### config.mk
export PLATFORM = sky130hd
export DESIGN_NAME = fp_mask_cmp
export DESIGN_NICKNAME = d
export VERILOG_FILES = /design/src/rtl/fcmp_pkg.sv /design/src/rtl/fcmp_decode.sv /design/src/rtl/fcmp_unpack.sv /design/src/rtl/fcmp_relate.sv /design/src/rtl/fp_mask_cmp.sv
export SDC_FILE = /design/constraint.sdc
export NUM_CORES = 1
export LEC_CHECK = 0
export BUFFER_PORTS_ARGS = -buffer_cell sky130_fd_sc_hd__clkbuf_2
export CORE_MARGIN = 2
export CORE_UTILIZATION = 54
export DETAILED_ROUTE_END_ITERATION = 16
export PLACE_DENSITY = 0.91
export SLEW_MARGIN = 15
export SYNTH_ARGS = -nofsm -noshare
export SYNTH_HDL_FRONTEND = slang
export SYNTH_SLANG_ARGS = --single-unit
### constraint.sdc
create_clock -name clk -period 9.3 [get_ports clk]
set_input_delay 1.395 -clock clk [delete_from_list [all_inputs] [get_ports clk]]
set_output_delay 1.395 -clock clk [all_outputs]
set_load 0.1 [all_outputs]
### src/rtl/fcmp_pkg.sv
package fcmp_pkg;

    localparam int ELEN = 64;

    typedef enum logic [1:0] {
        EW8  = 2'd0,
        EW16 = 2'd1,
        EW32 = 2'd2,
        EW64 = 2'd3
    } ew_e;

    typedef enum logic [2:0] {
        REL_EQ,
        REL_NE,
        REL_LT,
        REL_LE,
        REL_GT,
        REL_GE,
        REL_ORD
    } rel_e;

    typedef enum logic [1:0] {
        ST_IDLE,
        ST_RUN,
        ST_DONE
    } state_e;

    localparam logic [5:0] OPC_EQ  = 6'b011000;
    localparam logic [5:0] OPC_NE  = 6'b011100;
    localparam logic [5:0] OPC_LT  = 6'b011011;
    localparam logic [5:0] OPC_LE  = 6'b011001;
    localparam logic [5:0] OPC_GT  = 6'b011101;
    localparam logic [5:0] OPC_GE  = 6'b011111;
    localparam logic [5:0] OPC_ORD = 6'b011010;

    localparam logic [2:0] FORM_VV = 3'b001;
    localparam logic [2:0] FORM_VF = 3'b101;

    // exponent field width for a binary interchange format of width w
    function automatic int exp_bits(input int w);
        if (w == 16)      return 5;
        else if (w == 32) return 8;
        else              return 11;
    endfunction

endpackage

### src/rtl/fcmp_decode.sv
module fcmp_decode
    import fcmp_pkg::*;
(
    input  logic [5:0] funct6,
    input  logic [2:0] funct3,
    input  logic [1:0] ew_sel,
    output rel_e       rel,
    output logic       is_vf,
    output logic       illegal
);

    logic bad_op;
    logic bad_form;
    logic scalar_only;

    always_comb begin
        rel    = REL_EQ;
        bad_op = 1'b0;
        unique case (funct6)
            OPC_EQ:  rel = REL_EQ;
            OPC_NE:  rel = REL_NE;
            OPC_LT:  rel = REL_LT;
            OPC_LE:  rel = REL_LE;
            OPC_GT:  rel = REL_GT;
            OPC_GE:  rel = REL_GE;
            OPC_ORD: rel = REL_ORD;
            default: bad_op = 1'b1;
        endcase
    end

    assign is_vf       = (funct3 == FORM_VF);
    assign bad_form    = (funct3 != FORM_VV) && !is_vf;
    assign scalar_only = (rel == REL_GT) || (rel == REL_GE);
    assign illegal     = bad_op || bad_form || (scalar_only && !is_vf)
                         || (ew_sel == EW8);

endmodule

### src/rtl/fcmp_unpack.sv
module fcmp_unpack
    import fcmp_pkg::*;
#(
    parameter int W = 32,
    parameter int E = 8,
    localparam int F  = W - 1 - E,
    localparam int MW = ELEN - 1
) (
    input  logic [W-1:0]  x,
    output logic          is_nan,
    output logic          is_snan,
    output logic          sign,
    output logic [MW-1:0] mag
);

    logic exp_ones;
    logic frac_nz;

    assign exp_ones = &x[W-2:F];
    assign frac_nz  = |x[F-1:0];
    assign is_nan   = exp_ones && frac_nz;
    assign is_snan  = is_nan && !x[F-1];
    assign sign     = x[W-1];
    assign mag      = MW'(x[W-2:0]);

endmodule

### src/rtl/fcmp_relate.sv
module fcmp_relate
    import fcmp_pkg::*;
#(
    localparam int MW = ELEN - 1
) (
    input  logic [ELEN-1:0] lhs,
    input  logic [ELEN-1:0] rhs,
    input  ew_e             ew,
    input  rel_e            rel,
    output logic            hit,
    output logic            invalid
);

    logic [2:0]    nan_l, snan_l, sgn_l;
    logic [2:0]    nan_r, snan_r, sgn_r;
    logic [MW-1:0] mag_l [3];
    logic [MW-1:0] mag_r [3];

    for (genvar g = 0; g < 3; g++) begin : g_fmt
        localparam int FW = 16 << g;
        localparam int FE = exp_bits(FW);
        fcmp_unpack #(.W(FW), .E(FE)) u_lhs (
            .x       (lhs[FW-1:0]),
            .is_nan  (nan_l[g]),
            .is_snan (snan_l[g]),
            .sign    (sgn_l[g]),
            .mag     (mag_l[g])
        );
        fcmp_unpack #(.W(FW), .E(FE)) u_rhs (
            .x       (rhs[FW-1:0]),
            .is_nan  (nan_r[g]),
            .is_snan (snan_r[g]),
            .sign    (sgn_r[g]),
            .mag     (mag_r[g])
        );
    end

    logic [1:0]    sel;
    logic          an, as, asg, bn, bs, bsg;
    logic [MW-1:0] am, bm;
    logic          unord, any_snan, both_zero, eq, lt, signaling;

    always_comb begin
        unique case (ew)
            EW16:    sel = 2'd0;
            EW32:    sel = 2'd1;
            default: sel = 2'd2;
        endcase
    end

    always_comb begin
        an  = nan_l[sel];
        as  = snan_l[sel];
        asg = sgn_l[sel];
        am  = mag_l[sel];
        bn  = nan_r[sel];
        bs  = snan_r[sel];
        bsg = sgn_r[sel];
        bm  = mag_r[sel];
    end

    assign unord     = an || bn;
    assign any_snan  = as || bs;
    assign both_zero = (am == '0) && (bm == '0);
    assign eq        = both_zero || ((asg == bsg) && (am == bm));

    always_comb begin
        if (both_zero)      lt = 1'b0;
        else if (asg != bsg) lt = asg;
        else if (!asg)       lt = (am < bm);
        else                 lt = (am > bm);
    end

    always_comb begin
        hit       = 1'b0;
        signaling = 1'b0;
        unique case (rel)
            REL_EQ:  hit = !unord && eq;
            REL_NE:  hit = unord || !eq;
            REL_LT:  begin hit = !unord && lt;          signaling = 1'b1; end
            REL_LE:  begin hit = !unord && (lt || eq);  signaling = 1'b1; end
            REL_GT:  begin hit = !unord && !(lt || eq); signaling = 1'b1; end
            REL_GE:  begin hit = !unord && !lt;         signaling = 1'b1; end
            default: hit = !unord;
        endcase
    end

    assign invalid = signaling ? unord : any_snan;

endmodule

### src/rtl/fp_mask_cmp.sv
module fp_mask_cmp
    import fcmp_pkg::*;
#(
    parameter int MAX_ELEMS = 64,
    localparam int IDX_W = $clog2(MAX_ELEMS),
    localparam int CNT_W = IDX_W + 1
) (
    input  logic             clk,
    input  logic             rst_n,
    input  logic             start,
    input  logic [5:0]       funct6,
    input  logic [2:0]       funct3,
    input  logic             vm,
    input  logic [1:0]       ew_sel,
    input  logic [CNT_W-1:0] vl,
    input  logic [CNT_W-1:0] vlmax,
    output logic [IDX_W-1:0] elem_idx,
    input  logic [ELEN-1:0]  src2_elem,
    input  logic [ELEN-1:0]  src1_elem,
    input  logic [ELEN-1:0]  scalar_op,
    input  logic             v0_bit,
    output logic             mask_we,
    output logic [IDX_W-1:0] mask_idx,
    output logic             mask_bit,
    output logic             done,
    output logic             invalid_flag,
    output logic             illegal_flag
);

    state_e           state_q, state_d;
    logic [IDX_W-1:0] idx_q;
    rel_e             rel_q;
    logic             vf_q;
    ew_e              ew_q;
    logic             vm_q;
    logic [CNT_W-1:0] vl_q;
    logic [CNT_W-1:0] vlmax_q;

    rel_e             dec_rel;
    logic             dec_vf;
    logic             dec_illegal;

    fcmp_decode u_decode (
        .funct6  (funct6),
        .funct3  (funct3),
        .ew_sel  (ew_sel),
        .rel     (dec_rel),
        .is_vf   (dec_vf),
        .illegal (dec_illegal)
    );

    logic [ELEN-1:0] rhs_op;
    logic            cmp_hit;
    logic            cmp_inv;

    assign rhs_op = vf_q ? scalar_op : src1_elem;

    fcmp_relate u_relate (
        .lhs     (src2_elem),
        .rhs     (rhs_op),
        .ew      (ew_q),
        .rel     (rel_q),
        .hit     (cmp_hit),
        .invalid (cmp_inv)
    );

    logic start_ok;
    logic in_body;
    logic active;
    logic at_last;

    assign start_ok = start && (state_q == ST_IDLE);
    assign in_body  = {1'b0, idx_q} < vl_q;
    assign active   = vm_q || v0_bit;
    assign at_last  = {1'b0, idx_q} == (vlmax_q - 1'b1);
    assign elem_idx = idx_q;

    // next-state logic
    always_comb begin
        state_d = state_q;
        unique case (state_q)
            ST_IDLE: begin
                if (start) begin
                    if (dec_illegal || (vlmax == '0)) state_d = ST_DONE;
                    else                              state_d = ST_RUN;
                end
            end
            ST_RUN: begin
                if (at_last) state_d = ST_DONE;
            end
            ST_DONE: state_d = ST_IDLE;
            default: state_d = ST_IDLE;
        endcase
    end

    // state register and captured instruction context
    always_ff @(posedge clk or negedge rst_n) begin
        if (!rst_n) begin
            state_q <= ST_IDLE;
            idx_q   <= '0;
            rel_q   <= REL_EQ;
            vf_q    <= 1'b0;
            ew_q    <= EW16;
            vm_q    <= 1'b1;
            vl_q    <= '0;
            vlmax_q <= '0;
        end else begin
            state_q <= state_d;
            if (start_ok) begin
                idx_q   <= '0;
                rel_q   <= dec_rel;
                vf_q    <= dec_vf;
                ew_q    <= ew_e'(ew_sel);
                vm_q    <= vm;
                vl_q    <= vl;
                vlmax_q <= vlmax;
            end else if (state_q == ST_RUN) begin
                idx_q <= idx_q + 1'b1;
            end
        end
    end

    // registered outputs
    always_ff @(posedge clk or negedge rst_n) begin
        if (!rst_n) begin
            mask_we      <= 1'b0;
            mask_idx     <= '0;
            mask_bit     <= 1'b0;
            invalid_flag <= 1'b0;
            illegal_flag <= 1'b0;
        end else begin
            mask_we <= 1'b0;
            if (start_ok) begin
                invalid_flag <= 1'b0;
                illegal_flag <= dec_illegal;
            end
            if (state_q == ST_RUN) begin
                mask_idx <= idx_q;
                if (in_body) begin
                    if (active) begin
                        mask_we  <= 1'b1;
                        mask_bit <= cmp_hit;
                        if (cmp_inv) invalid_flag <= 1'b1;
                    end
                end else begin
                    mask_we  <= 1'b1;
                    mask_bit <= 1'b0;
                end
            end
        end
    end

    assign done = (state_q == ST_DONE);

endmodule

Word-level counts from Yosys, hierarchy flattened
Index checks and enable logic that the tools add are counted.
{ "classes": {"n_addsub": 2, "n_mul": 0, "div_mod_pow": 0, "order_cmp": 5, "eq_ne": 27, "shifts": 0, "n_mux": 44, "bitwise": 1, "reduce_logical": 67} }
{ "op_table": {"columns": ["operator", "count"], "rows": [
  ["$bmux W63 S2", 2],
  ["$mux W63", 4],
  ["$logic_not A63 Y1", 2],
  ["$reduce_or A52 Y1", 2],
  ["$mux W64", 1],
  ["$eq A63 B63 Y1", 1],
  ["$gt A63 B63 Y1", 1],
  ["$lt A63 B63 Y1", 1],
  ["$reduce_or A23 Y1", 2],
  ["$eq A6 B5 Y1 const B", 7],
  ["$logic_and A1 B1 Y1", 22],
  ["$mux W1", 22],
  ["$reduce_and A11 Y1", 2],
  ["$reduce_or A10 Y1", 2],
  ["$pmux W3 S6", 1],
  ["$reduce_and A8 Y1", 2],
  ["$eq A3 B3 Y1 const B", 5],
  ["$bmux W1 S2", 6],
  ["$mux W6", 2],
  ["$logic_not A1 Y1", 11],
  ["$logic_or A1 B1 Y1", 11],
  ["$reduce_and A5 Y1", 2],
  ["$pmux W2 S2", 2],
  ["$eq A6 B7 Y1", 1],
  ["24 further kinds", 32]
]} }
{ "word_totals": {"ff_bits": 39, "latchBits": 0, "mem_bits_rw": 0, "romBits": 0, "inputBits": 222, "out_inout_bits": 17, "word_cells": 159, "mem_count": 0} }

Longest topological paths before layout
{ "logic_depth": {"ltp_word": 16, "depth_mapped": 18, "mapped_depth_nobuf": 15} }

Hierarchy
A second synthesis with hierarchy kept.
{ "unflattened": {"cells_unflattened": 1369, "hier_area_um2": 11004.3} }
{ "by_module_without_submodules": {"columns": ["module", "n_inst", "cells_per_inst", "area_each_um2", "seq_area_each_um2"], "rows": [
  ["fcmp_relate", 1, 631, 4744.6, 0.0],
  ["fp_mask_cmp", 1, 248, 2623.8, 978.4],
  ["fcmp_unpack at u_relate.g_fmt[2].u_lhs ...", 2, 88, 659.4, 0.0],
  ["fcmp_unpack at u_relate.g_fmt[1].u_lhs ...", 2, 77, 575.6, 0.0],
  ["fcmp_unpack at u_relate.g_fmt[0].u_lhs ...", 2, 72, 531.8, 0.0],
  ["fcmp_decode", 1, 16, 102.6, 0.0]
]} }

Worst setup path after synthesis
No wires, ideal clock.
{ "synth_timing": {"path_type": "register to register", "startpoint": "reg vf_q", "endpoint": "reg mask_bit", "setup_ns": 0.124, "arrival_time_ns": 3.984, "setup_slack_ns": 5.192, "path_stages_with_launch": 18, "n_path_buf": 5, "path_cell_list": "dfrtp_1 buf_6 clkbuf_1 buf_2 buf_1 clkbuf_1 mux2_2 nand2_1 ha_1 a21oi_1 o21ai_0 a221oi_1 o21ai_0 a211o_1 o21ba_2 o221ai_1 mux2i_1 a211o_1"} }
{ "synth_between": {"elab_chain_cells": 14} }
{ "synth_rtl": {"columns": ["element", "line", "source"], "rows": [
  ["from (decl)", "fp_mask_cmp.sv:33", "logic vf_q;"],
  ["from (signal assigned)", "fp_mask_cmp.sv:112", "vf_q <= dec_vf;"],
  ["$mux W64 (*)", "fp_mask_cmp.sv:56", "assign rhs_op = vf_q ? scalar_op : src1_elem;"],
  ["$bmux W63 S2", "fcmp_relate.sv:59", "bm = mag_r[sel];"],
  ["$mux W63 (not written as such) (2 in a row)", "fcmp_relate.sv:59", null],
  ["$lt A63 B63 Y1 or $gt A63 B63 Y1 (tied branches)", "fcmp_relate.sv:70, fcmp_relate.sv:71", null],
  ["$mux W1", "fcmp_relate.sv:70", "else if (!asg) lt = (am < bm);"],
  ["$mux W1", "fcmp_relate.sv:69", "else if (asg != bsg) lt = asg;"],
  ["$mux W1", "fcmp_relate.sv:68", "if (both_zero) lt = 1'b0;"],
  ["$logic_or A1 B1 Y1", "fcmp_relate.sv:81, fcmp_relate.sv:82", null],
  ["$logic_not A1 Y1", "fcmp_relate.sv:82", "REL_GT: begin hit = !unord && !(lt || eq); signaling = 1'b1; end"],
  ["$logic_and A1 B1 Y1", "fcmp_relate.sv:82", null],
  ["$pmux W1 S6 (*)", "fcmp_relate.sv:77", "unique case (rel)"],
  ["$mux W1 (*)", "fp_mask_cmp.sv:140", "if (active) begin"],
  ["$mux W1 (*)", "fp_mask_cmp.sv:139", "if (in_body) begin"],
  ["to (signal assigned)", "fp_mask_cmp.sv:142", "mask_bit <= cmp_hit;"],
  ["to (decl)", "fp_mask_cmp.sv:24", "output logic mask_bit,"]
]} }
Mark *: on every way between the ends. The rest lies on a longest branch, timed or not. The select of a mux whose other input is x is not followed.
A chain may end at the register's enable or synchronous reset.

Worst setup path in the final report
{ "layout_timing": {"startpoint": "reg ew_q[0]", "endpoint": "reg mask_bit"} }
{ "layout_between": {"elab_chain_cells": 16} }
{ "layout_rtl": {"columns": ["element", "line", "source"], "rows": [
  ["from (decl)", "fp_mask_cmp.sv:34", "ew_e ew_q;"],
  ["from (signal assigned)", "fp_mask_cmp.sv:113", "ew_q <= ew_e'(ew_sel);"],
  ["$eq A2 B2 Y1 or $eq A2 B1 Y1 (tied branches)", "fcmp_relate.sv:44", "unique case (ew)"],
  ["$pmux W2 S2 (*)", "fcmp_relate.sv:44", null],
  ["$not A2 Y3 (not written as such)", "fcmp_relate.sv:55, fcmp_relate.sv:59", null],
  ["$bmux W63 S2, on equally long branches", "fcmp_relate.sv:55, fcmp_relate.sv:59", null],
  ["$mux W63, on equally long branches (2 in a row)", "fcmp_relate.sv:55, fcmp_relate.sv:59", null],
  ["$lt A63 B63 Y1 or $gt A63 B63 Y1 (tied branches)", "fcmp_relate.sv:70, fcmp_relate.sv:71", null],
  ["$mux W1", "fcmp_relate.sv:70", null],
  ["$mux W1", "fcmp_relate.sv:69", null],
  ["$mux W1", "fcmp_relate.sv:68", null],
  ["$logic_or A1 B1 Y1", "fcmp_relate.sv:81, fcmp_relate.sv:82", null],
  ["$logic_not A1 Y1", "fcmp_relate.sv:82", null],
  ["$logic_and A1 B1 Y1", "fcmp_relate.sv:82", null],
  ["$pmux W1 S6 (*)", "fcmp_relate.sv:77", null],
  ["$mux W1 (*)", "fp_mask_cmp.sv:140", null],
  ["$mux W1 (*)", "fp_mask_cmp.sv:139", null]
]} }
Marks and branches as above.

==> metrics list <==
* Final setup TNS: 0 ns
- Static leakage: 3.44 nW
* Relative max-transition margin: 26.5%
- When the netlist entered floorplanning its net count stood at approximately 1,100.
- After clock tree synthesis, the setup repair step added 0 buffers.
- Maximum number of pins on one net before global-route repair: 82
- Count of nets left with antenna violations after detail routing: 0
* MaxCap Viol Count: 0
* Skew-Pair Late Insertion Delay: 0.29 ns
- Total of warnings raised by yosys: 0
- DIE AREA: 11,600 um^2
* Worst Max-Slew Pin Slew: 1.10 ns
- DRC violation count after routing: 0
- In the final routed layout, each cell accounts on average for 16.9 um.
- Average footprint of a synthesized cell: 7.58 um^2
- STA puts the critical path data arrival time at 4.73 ns.
* FF+latch count, synth: 39
* Ratio of final minimum period to clock period: between 40% and 50%
* F_max: ~220 MHz
- Nature of the critical path startpoint: flip-flop
* 1st-pass router iterations: 5
- Maximum VDD drop: approximately 0.00013 V
- Number of buffers added to fix hold violations after cts: 0
* Final-report setup violation count: 0
- At the end of the flow the core is filled with cells to slightly below 70%.
- Most frequent cell after synthesis: sky130_fd_sc_hd__nand2_1
- After layout, the minimum clock period comes to ~4.6 ns.
- Required time at the worst-slack endpoint: 9.47 ns
- Average via count per standard cell: 6.08
* Global-route wire length before repair: 29.0 mm
* Initial standard-cell utilization of the core: between 50% and 60%
- The top cell type by area accounts for 15.9% of the synthesized area.
* Post-detailed-placement half-perimeter wirelength: 15.5 mm
- Of all cell types, the one taking the most synthesized area is sky130_fd_sc_hd__dfrtp_1.
- The congestion estimate from routability-driven global placement came to 0.982.
- Number of flops mapped to enable cells by yosys: 0
- Max-slew violations: 0
* Total count of hold-check failures in the final report: 0
* IO buf count: roughly 240
- Setup repair after global routing left no endpoint under its margin.
- The synthesized netlist contains 65 unique library cells.
- In this run the power density over the cells is 123 nW/um^2.
- The path class of the tightest hold or removal check is reg -> reg.
* Placeable core region: 10,400 um^2
* GRT overflow: 0
- The first routing iteration left 492 violations.
* Post-synth top cells: 130 x sky130_fd_sc_hd__nand2_1, 72 x sky130_fd_sc_hd__ha_1, 53 x sky130_fd_sc_hd__and2_1
- From bottom edge to top edge, the die measures ~110 um.
- Antenna violations before repair: 0
- The H-tree was split into 2 levels.
* Critical path endpoint category: flip-flop
* Die extent in x: 108 um
- The clock arrives with about 0.0026 ns of skew.
* Clock edge transition at the registers on the reported setup and hold paths: ~0.070 ns
- The root buffer cell chosen for the clock tree is sky130_fd_sc_hd__clkbuf_8.
- Maximum fanout encountered on the critical timing path: 64
- Global routing consumed, over all layers together, 31.1% of the routing resources.
- The via count of the first global-routing pass was 6,232.
- Number of cells in the finished layout apart from fillers: approximately 1,100
* Gate count of the mapped netlist: 767
* Clock tree from TritonCTS: built
- In this run, placement finished with an instance count of 1,107.
- Relative to the synthesized area, the layout overhead comes to 22.8%.
- TritonCTS buffer count: 5
- Leading cell types by total area after synthesis: sky130_fd_sc_hd__dfrtp_1 16%, sky130_fd_sc_hd__ha_1 15%, sky130_fd_sc_hd__nand2_1 8.4%, sky130_fd_sc_hd__mux2_2 7.9%, sky130_fd_sc_hd__and2_1 5.7%
- Routed wire length: 18.8 mm
- Asr flop ratio synth: 100%
- Result of the run: completed
* Total via count in the routed design: 6,776
- Hold is met by between 0.4 and 0.5 ns.
- In this run the core area contains 37 standard-cell rows.
- Syn Std Cell Area: 5820 um^2
* I/O Pins: 239
* Top_reg_cell synth: sky130_fd_sc_hd__dfrtp_1
- Kind of critical path: reg -> reg
- Share of cells above drive strength 1: 30.8%
- The tree built by TritonCTS fans out to 39 sinks.
* Sequential area share after synthesis: 16.8%
* Maximum buffer depth of the clock tree: 2
* NumNets Final: 1,272
* Diodes inserted: 0
- Post-cts resize count: 0
==> per-stage QoR <==
step | setup slack, ns | area (um^2) | total power, mW
2_1_floorplan | 5.19 | 5820 | 0.599
3_3_place_gp | 4.95 | 7040 | 0.737
3_5_place_dp | 4.85 | 7040 | 0.748
4_1_cts | 4.81 | 7140 | 0.877
5_1_grt | 4.42 | 7140 | 0.957
6_report | 4.74 | 7140 | 0.880
==> final timing paths <==
kind | from | depth (start not counted) | endpoint | slack (ns)
max reg2reg | ew_q[0] | 14 | mask_bit | 4.74
min | vm_q | 2 | vm_q | 0.47
min reg2reg | vm_q | 2 | vm_q | 0.47
max | ew_q[0] | 14 | mask_bit | 4.74
max in group asynchronous | rst_n | 1 | vf_q | 7.36
min in group asynchronous | rst_n | 1 | state_q[0] | 1.24
==> kinds of logic after synthesis <==
family / Yosys count / synth area share [%]
and+or+nand+nor: 392 / 34.9
buffers and inverters: 50 / 3.61
DFF: 39 / 16.8
adders and majority gates: 72 / 15.5
AOI/OAI and AO/OA: 142 / 16.1
muxes: 62 / 11.6
xor gates and xnor gates: 10 / 1.51
==> cell usage in the layout (no fill, tap or decap), drive strengths merged, types with 5 or more instances in the layout <==
cell,synthesis,routed
nor2,35,35
o21ai,40,40
nor2b,10,10
nor3,27,27
a21oi,38,38
nor4,35,35
dfrtp,37,37
nand2,130,130
o31ai,6,6
and2,53,53
nor3b,5,5
a22oi,7,7
a221oi,5,5
ha,72,72
and3,18,18
nand4,33,33
nand3,19,19
inv,15,15
nand2b,9,9
mux2,41,41
xor2,6,6
mux2i,21,21
a211oi,6,6
clkbuf,29,246
==> registers in the layout, summed over array words and instances (netlist names), 2 cells and up <==
signal    flops
ew_q          2
vl_q          7
rel_q         3
vlmax_q       7
state_q       2
mask_idx      6
elem_idx      6
==> routing by layer <==
layer  vias to the layer above  share of wire, %  GRT usage (%)
met3                        55               8.2           5.81
met2                       337                48           54.7
met4                         0               3.7           13.3
met5                         -                 0              0
met1                      3100                40           36.9
li1                       3284                 -              -
==> cell type report <==
cell class	instances	area (um^2)
clock buffers	8	100
fillers	912	3230
inverters	15	56.3
multi-input cells	678	4630
flip-flops and latches	39	982
well taps	136	170
repair buffers	239	1200
==> power by group <==
part / total (mW) / switching, mW / leakage [nW] / internal [mW]
Clock: 0.124 / 0.0564 / 0.0515 / 0.0677
Sequential: 0.201 / 0.0144 / 0.502 / 0.186
Combinational: 0.556 / 0.322 / 2.88 / 0.233
Total: 0.880 / 0.393 / 3.44 / 0.487
==> worst max-delay path, cell delays in order (launching register included) <==
cell and delay, ns:
sky130_fd_sc_hd__dfstp_2 0.51, sky130_fd_sc_hd__inv_1 0.06, sky130_fd_sc_hd__ha_1 0.45, sky130_fd_sc_hd__nor2b_4 0.94
sky130_fd_sc_hd__nand2_1 0.17, sky130_fd_sc_hd__ha_1 0.35, sky130_fd_sc_hd__a21oi_1 0.15, sky130_fd_sc_hd__o21ai_0 0.11
sky130_fd_sc_hd__a221oi_1 0.26, sky130_fd_sc_hd__o21ai_0 0.20, sky130_fd_sc_hd__a211o_1 0.35, sky130_fd_sc_hd__o21ba_2 0.22
sky130_fd_sc_hd__o221ai_1 0.22, sky130_fd_sc_hd__mux2i_1 0.12, sky130_fd_sc_hd__a211o_1 0.30
(Power assumes the default switching activity.)
